File: src/rtl/cfg_lock_pkg.sv
package cfg_lock_pkg;
  localparam int N_PROT = 3;
  localparam logic [7:0] KEY_OFS   = 8'hC0;
  localparam logic [7:0] CFG_OFS   = 8'h9C;
  localparam logic [7:0] PLAIN_BASE = 8'h00;
  localparam logic [7:0] ARM_KEY   = 8'hAA;

  function automatic logic [7:0] prot_ofs(input int idx);
    case (idx)
      0:       return 8'h20;
      1:       return 8'h24;
      default: return 8'h80;
    endcase
  endfunction

  function automatic logic rev_known(input logic [3:0] code);
    return (code == 4'd6) || (code == 4'd7);
  endfunction
endpackage

File: src/rtl/cfg_lock_decode.sv
module cfg_lock_decode
  import cfg_lock_pkg::*;
#(
  parameter int ADDR_W  = 8,
  parameter int N_PLAIN = 2
) (
  input  logic [ADDR_W-1:0]  addr,
  output logic               hit_key,
  output logic               hit_cfg,
  output logic [N_PROT-1:0]  hit_prot,
  output logic [N_PLAIN-1:0] hit_plain
);
  assign hit_key = (addr == ADDR_W'(KEY_OFS));
  assign hit_cfg = (addr == ADDR_W'(CFG_OFS));

  for (genvar g = 0; g < N_PROT; g++) begin : g_prot
    assign hit_prot[g] = (addr == ADDR_W'(prot_ofs(g)));
  end

  for (genvar g = 0; g < N_PLAIN; g++) begin : g_plain
    assign hit_plain[g] = (addr == ADDR_W'(PLAIN_BASE + 8'(4 * g)));
  end
endmodule

File: src/rtl/cfg_lock_arm.sv
module cfg_lock_arm
  import cfg_lock_pkg::*;
(
  input  logic       clk,
  input  logic       rst,
  input  logic       wr_en,
  input  logic       hit_key,
  input  logic [7:0] wbyte,
  output logic       armed
);
  // Every bus write re-evaluates the arming: only the key byte to the key
  // register arms, anything else (including the guarded write) disarms.
  always_ff @(posedge clk) begin
    if (rst)
      armed <= 1'b0;
    else if (wr_en)
      armed <= hit_key && (wbyte == ARM_KEY);
  end
endmodule

File: src/rtl/cfg_lock_regs.sv
module cfg_lock_regs
  import cfg_lock_pkg::*;
#(
  parameter int          DATA_W   = 32,
  parameter int          N_PLAIN  = 2,
  parameter logic [3:0]  REV_CODE = 4'd7
) (
  input  logic                           clk,
  input  logic                           rst,
  input  logic                           wr_en,
  input  logic                           rd_en,
  input  logic                           armed,
  input  logic                           hit_key,
  input  logic                           hit_cfg,
  input  logic [N_PROT-1:0]              hit_prot,
  input  logic [N_PLAIN-1:0]             hit_plain,
  input  logic [DATA_W-1:0]              wdata,
  output logic [N_PROT-1:0][DATA_W-1:0]  prot_q,
  output logic [DATA_W-1:0]              rd_data
);
  localparam logic [DATA_W-1:0] CFG_WORD =
    {REV_CODE, {(DATA_W-5){1'b0}}, rev_known(REV_CODE)};

  logic [N_PLAIN-1:0][DATA_W-1:0] plain_q;
  logic [DATA_W-1:0]              rd_nxt;

  for (genvar g = 0; g < N_PLAIN; g++) begin : g_plain
    always_ff @(posedge clk) begin
      if (rst)
        plain_q[g] <= '0;
      else if (wr_en && hit_plain[g])
        plain_q[g] <= wdata;
    end
  end

  for (genvar g = 0; g < N_PROT; g++) begin : g_prot
    always_ff @(posedge clk) begin
      if (rst)
        prot_q[g] <= '0;
      else if (wr_en && hit_prot[g] && armed)
        prot_q[g] <= wdata;
    end
  end

  always_comb begin
    rd_nxt = '0;
    for (int i = 0; i < N_PLAIN; i++)
      if (hit_plain[i]) rd_nxt = rd_nxt | plain_q[i];
    for (int i = 0; i < N_PROT; i++)
      if (hit_prot[i]) rd_nxt = rd_nxt | prot_q[i];
    if (hit_key) rd_nxt = rd_nxt | DATA_W'(armed);
    if (hit_cfg) rd_nxt = rd_nxt | CFG_WORD;
  end

  always_ff @(posedge clk) begin
    if (rst)
      rd_data <= '0;
    else if (rd_en)
      rd_data <= rd_nxt;
  end
endmodule

File: src/rtl/cfg_lock_bank.sv
module cfg_lock_bank
  import cfg_lock_pkg::*;
#(
  parameter int         ADDR_W   = 8,
  parameter int         DATA_W   = 32,
  parameter int         N_PLAIN  = 2,
  parameter logic [3:0] REV_CODE = 4'd7
) (
  input  logic              clk,
  input  logic              rst,
  input  logic              wr_en,
  input  logic              rd_en,
  input  logic [ADDR_W-1:0] addr,
  input  logic [DATA_W-1:0] wdata,
  output logic [DATA_W-1:0] rd_data
);
  logic                          hit_key;
  logic                          hit_cfg;
  logic [N_PROT-1:0]             hit_prot;
  logic [N_PLAIN-1:0]            hit_plain;
  logic                          armed;
  logic [N_PROT-1:0][DATA_W-1:0] prot_q;

  cfg_lock_decode #(.ADDR_W(ADDR_W), .N_PLAIN(N_PLAIN)) u_dec (
    .addr(addr), .hit_key(hit_key), .hit_cfg(hit_cfg),
    .hit_prot(hit_prot), .hit_plain(hit_plain)
  );

  cfg_lock_arm u_arm (
    .clk(clk), .rst(rst), .wr_en(wr_en), .hit_key(hit_key),
    .wbyte(wdata[7:0]), .armed(armed)
  );

  cfg_lock_regs #(.DATA_W(DATA_W), .N_PLAIN(N_PLAIN), .REV_CODE(REV_CODE)) u_regs (
    .clk(clk), .rst(rst), .wr_en(wr_en), .rd_en(rd_en), .armed(armed),
    .hit_key(hit_key), .hit_cfg(hit_cfg), .hit_prot(hit_prot),
    .hit_plain(hit_plain), .wdata(wdata), .prot_q(prot_q), .rd_data(rd_data)
  );
endmodule

File: config.mk
export PLATFORM = sky130hd
export DESIGN_NAME = cfg_lock_bank
export DESIGN_NICKNAME = d
export VERILOG_FILES = /design/src/rtl/cfg_lock_pkg.sv /design/src/rtl/cfg_lock_decode.sv /design/src/rtl/cfg_lock_arm.sv /design/src/rtl/cfg_lock_regs.sv /design/src/rtl/cfg_lock_bank.sv
export SDC_FILE = /design/constraint.sdc
export NUM_CORES = 1
export LEC_CHECK = 0
export BUFFER_PORTS_ARGS = -buffer_cell sky130_fd_sc_hd__clkbuf_2
export CORE_MARGIN = 10
export CORE_UTILIZATION = 55
export DETAILED_ROUTE_END_ITERATION = 16
export GPL_ROUTABILITY_DRIVEN = 1
export PLACE_DENSITY = 0.72
export SLEW_MARGIN = 20
export SYNTH_ARGS = -nofsm -noshare
export SYNTH_HDL_FRONTEND = slang
export SYNTH_SLANG_ARGS = --single-unit
File: constraint.sdc
create_clock -name clk -period 3.55 [get_ports clk]
set_clock_uncertainty 0.1 [all_clocks]
set_input_delay 0.71 -clock clk [delete_from_list [all_inputs] [get_ports clk]]
set_output_delay 0.71 -clock clk [all_outputs]
set_load 0.005 [all_outputs]
==> metrics.log <==
INFO  metric status = complete, no violations
INFO  metric dp_hpwl = 13,300 um
INFO  metric fp.coreArea = between 0.01 and 0.015 mm^2
INFO  metric cts_tree = done
INFO  metric commonest_cells_in_the_synthesized_netlist = 345 x sky130_fd_sc_hd__nand2_1, 193 x sky130_fd_sc_hd__dfxtp_1, 161 x sky130_fd_sc_hd__a21oi_1, 51 x sky130_fd_sc_hd__a22o_1, 42 x sky130_fd_sc_hd__clkbuf_1
INFO  metric grt_remaining_overflow = 0
INFO  metric routed_wirelength = 21,600 um
INFO  metric row_count = 43
INFO  metric timing.final.max_slew_violations = 0
INFO  metric synth-edff-count = 0
INFO  metric syn_nets = 1,028
INFO  metric vias_in_the_first_global_route = between 6,000 and 7,000
INFO  metric cpPeakStageDelay = 0.47 ns
INFO  metric power.share.sequential = a little over 50%
INFO  metric final.setup.worst_slack = roughly 1.2 ns
INFO  metric via_per_inst = 5.86
INFO  metric synth_seq_cells = 193
INFO  metric cts_inserted_buffers = 17
INFO  metric number_of_distinct_library_cells_after_synthesis = 36
INFO  metric grt_start_max_net_pins = 108
INFO  metric final_layout_size_suffix_gt1_share = 14.3%
INFO  metric worst_setup_slack_post_dpl = between 0.8 and 0.9 ns
INFO  metric setup_viol = 0
INFO  metric synth_area_leaders = sky130_fd_sc_hd__dfxtp_1 49%, sky130_fd_sc_hd__nand2_1 16%, sky130_fd_sc_hd__a21oi_1 10%, sky130_fd_sc_hd__a22o_1 5.6%, sky130_fd_sc_hd__a22oi_1 3.4%
INFO  metric synth_top_area_share = 48.8%
INFO  metric crit_path_start_kind = input port
INFO  metric worst_ep_arrival_time = about 2.6 ns
INFO  metric cts.repair.resized = 0
INFO  metric clkPwrFrac = 43.5%
INFO  metric peak_supply_drop = roughly 0.34 mV
INFO  metric hold_path.class = reg2reg
INFO  metric clock.fmax = 435 MHz
INFO  metric cts_clk_pin_slew_worst_paths = 0.06 ns
INFO  metric postLayoutCellArea = approximately 0.0089 mm^2
INFO  metric initial_utilization = a little under three fifths
INFO  metric global_route.usage.met1 = between 20% and 30%
INFO  metric largest_area_contributor_in_the_synthesized_netlist = sky130_fd_sc_hd__dfxtp_1
INFO  metric path_class = in2reg
INFO  metric drtAntennaViolNets = 0
INFO  metric ios = 76
INFO  metric dieArea = 0.0196 mm^2
INFO  metric firstDrtPassIters = 8
INFO  metric busiest_layer = met2
INFO  metric syn_inst = 984
INFO  metric clkLatencyLatePin = approximately 0.43 ns
INFO  metric clock-sinks = ~190
INFO  metric combined_global_route_utilization_of_all_metal_layers = between 20% and 30%
INFO  metric final_core_utilization = 63.9%
INFO  metric timing.critical_path.required = 3.81 ns
INFO  metric cts.repair_timing.setup_buffer_count = 0
INFO  metric place.port_buffers = 75
INFO  metric initial_antenna_violation_count = 0
INFO  metric yosys_warnings = 0
INFO  metric period_share = between 60% and 70%
INFO  metric switching_share = between 20% and 30%
INFO  metric use_met3 = 5.21%
INFO  metric timing.critical_path.cells = clkbuf_2 > nor4b_4 > buf_4 > and3_1 > buf_4 > nand2_1 > a21oi_1
INFO  metric crit_slowest_cell = sky130_fd_sc_hd__buf_4
INFO  metric drc_errors = 0
INFO  metric grt_setup_unrepaired = false
INFO  metric final_nets = between 1,000 and 1,500
INFO  metric max_cap_violations = 0
INFO  metric clock_tree.htree_level_count = 4
INFO  metric synth-main-ff-cell = sky130_fd_sc_hd__dfxtp_1
INFO  metric die_width = 140 um
INFO  metric gpl.final_weighted_congestion = between 0.8 and 0.9
INFO  metric cell_internal_pwr = 3280 uW
INFO  metric p_per_area = about 470 mW/mm^2
INFO  metric syn_area = ~0.008 mm^2
INFO  metric total_leakage_power = ~0.0031 uW
INFO  metric ys_async_sr_fraction = 0%
INFO  metric gr-usage-met2 = between 30% and 40%
INFO  metric placedInstanceArea = around 0.0084 mm^2
INFO  metric areaGrowthSynthToFinish = 12.9%
INFO  metric die_height = ~140 um
INFO  metric critical-path-top-cell-by-count = sky130_fd_sc_hd__buf_4
INFO  metric setup_tns = 0 ns
INFO  metric power.net_switching = ~960 uW
INFO  metric max-clock-path-buffers = 2
INFO  metric yosysMostFrequentCell = sky130_fd_sc_hd__nand2_1
INFO  metric via_count = between 7,000 and 8,000
INFO  metric normalized_max_slew_margin = between 40% and 50%
INFO  metric finalHoldViolations = 0
INFO  metric synth_area_per_cell = between 8 and 9 um^2
INFO  metric fill_cells = ~1,300
INFO  metric first_pass_grt_wire_length = 35,100 um
INFO  metric post_drt_wl_per_cell = between 15 and 20 um
INFO  metric drt_iter0_drc = between 600 and 700
INFO  metric power_frac_comb = under 10%
INFO  metric cts_hold_bufs = 0
INFO  metric critical_path.endpoint_type = register
INFO  metric worst_max_slew_pin_slew = between 0.8 and 0.9 ns
INFO  metric report.power.total = around 4200 uW
INFO  metric root_buffer = sky130_fd_sc_hd__clkbuf_16
INFO  metric antennaDiodeCount = 0
INFO  metric worstPathMaxFanout = 39
INFO  metric finalWorstPathRequiredPeriod = about 2.3 ns
INFO  metric synth-seq-area-share = 48.8%
critical path: cells and delay by family:
family | cells | cell delay [ns]
AO/OA/AOI/OAI | 1 | 0.14
buffers and inverters | 3 | 1.08
AND/OR/NAND/NOR | 3 | 0.61
through the flow:
stage	std cells	hold slack, ns
floorplan	984	0.333
global placement	1186	0.341
detailed placement	1186	0.346
CTS	1218	0.355
global route	1218	0.366
finish	1218	0.353
power by group through the flow:
stage               sequential, uW  clock [uW]  combinational, uW
floorplan                     2240           0               93.4
global placement              2240           0                198
detailed placement            2240           0                198
CTS                           2190        1870                199
global route                  2190        1960                217
finish                        2190        1840                200
kinds of logic after synthesis:
logic type	Yosys count	synth area share [%]
AO/OA/AOI/OAI	296	24.1
buffers and inverters	86	5.34
flip-flops	193	48.8
multiplexers	5	0.664
AND/OR/NAND/NOR	404	21.0
sequential cells by signal (all words and copies together) (netlist names):
register        count
u_regs.prot_q      96
u_regs.plain_q     64
u_regs.rd_data     32
u_arm.armed         1
cell usage in the layout, fill, tap and decap left out, types with 2 or more instances in the layout:
master / instances
sky130_fd_sc_hd__a31oi_1: 7
sky130_fd_sc_hd__clkbuf_16: 17
sky130_fd_sc_hd__clkbuf_2: 74
sky130_fd_sc_hd__nor4_1: 3
sky130_fd_sc_hd__dfxtp_1: 193
sky130_fd_sc_hd__and2_1: 2
sky130_fd_sc_hd__a22o_2: 2
sky130_fd_sc_hd__a311oi_1: 23
sky130_fd_sc_hd__nand3_1: 5
sky130_fd_sc_hd__mux2i_1: 3
sky130_fd_sc_hd__buf_4: 32
sky130_fd_sc_hd__nor3_1: 3
sky130_fd_sc_hd__and3_1: 6
sky130_fd_sc_hd__nor4_4: 2
sky130_fd_sc_hd__clkbuf_8: 4
sky130_fd_sc_hd__a211oi_1: 2
sky130_fd_sc_hd__nor4b_4: 2
sky130_fd_sc_hd__clkinv_2: 7
sky130_fd_sc_hd__a21o_1: 4
sky130_fd_sc_hd__a22oi_1: 36
sky130_fd_sc_hd__o21bai_1: 7
sky130_fd_sc_hd__a22o_1: 51
sky130_fd_sc_hd__mux2_2: 2
sky130_fd_sc_hd__nand2_1: 345
sky130_fd_sc_hd__a21oi_1: 161
sky130_fd_sc_hd__nor2_1: 26
sky130_fd_sc_hd__nand2b_1: 2
sky130_fd_sc_hd__nor4bb_1: 2
sky130_fd_sc_hd__a221oi_1: 2
worst paths after layout:
check / slack (ns) / cells after the start / start / endpoint
setup / recovery: 1.25 / 7 / addr[2] / u_regs.plain_q[60]
setup reg to reg: 1.83 / 5 / u_arm.armed / u_regs.prot_q[82]
hold reg to reg: 0.35 / 2 / u_regs.plain_q[32] / u_regs.plain_q[32]
hold / removal: 0.35 / 2 / u_regs.plain_q[32] / u_regs.plain_q[32]
routing by layer:
layer | share of wire [%] | wire [um]
met1 | 46 | 9960
met4 | 1.3 | 283
met2 | 46 | 10100
met5 | 0 | 0
met3 | 6.2 | 1340
final cells by class:
class / instances / area [um^2] / area share, %
Clock buffer: 22 / 484 / 5.42
Clock inverter: 10 / 81.3 / 0.910
Multi-Input combinational cell: 705 / 3640 / 40.7
Sequential cell: 193 / 3860 / 43.2
Tap cell: 180 / 225 / 2.52
Timing Repair Buffer: 108 / 642 / 7.18
No activity file was read; power rests on OpenSTA's default activity.
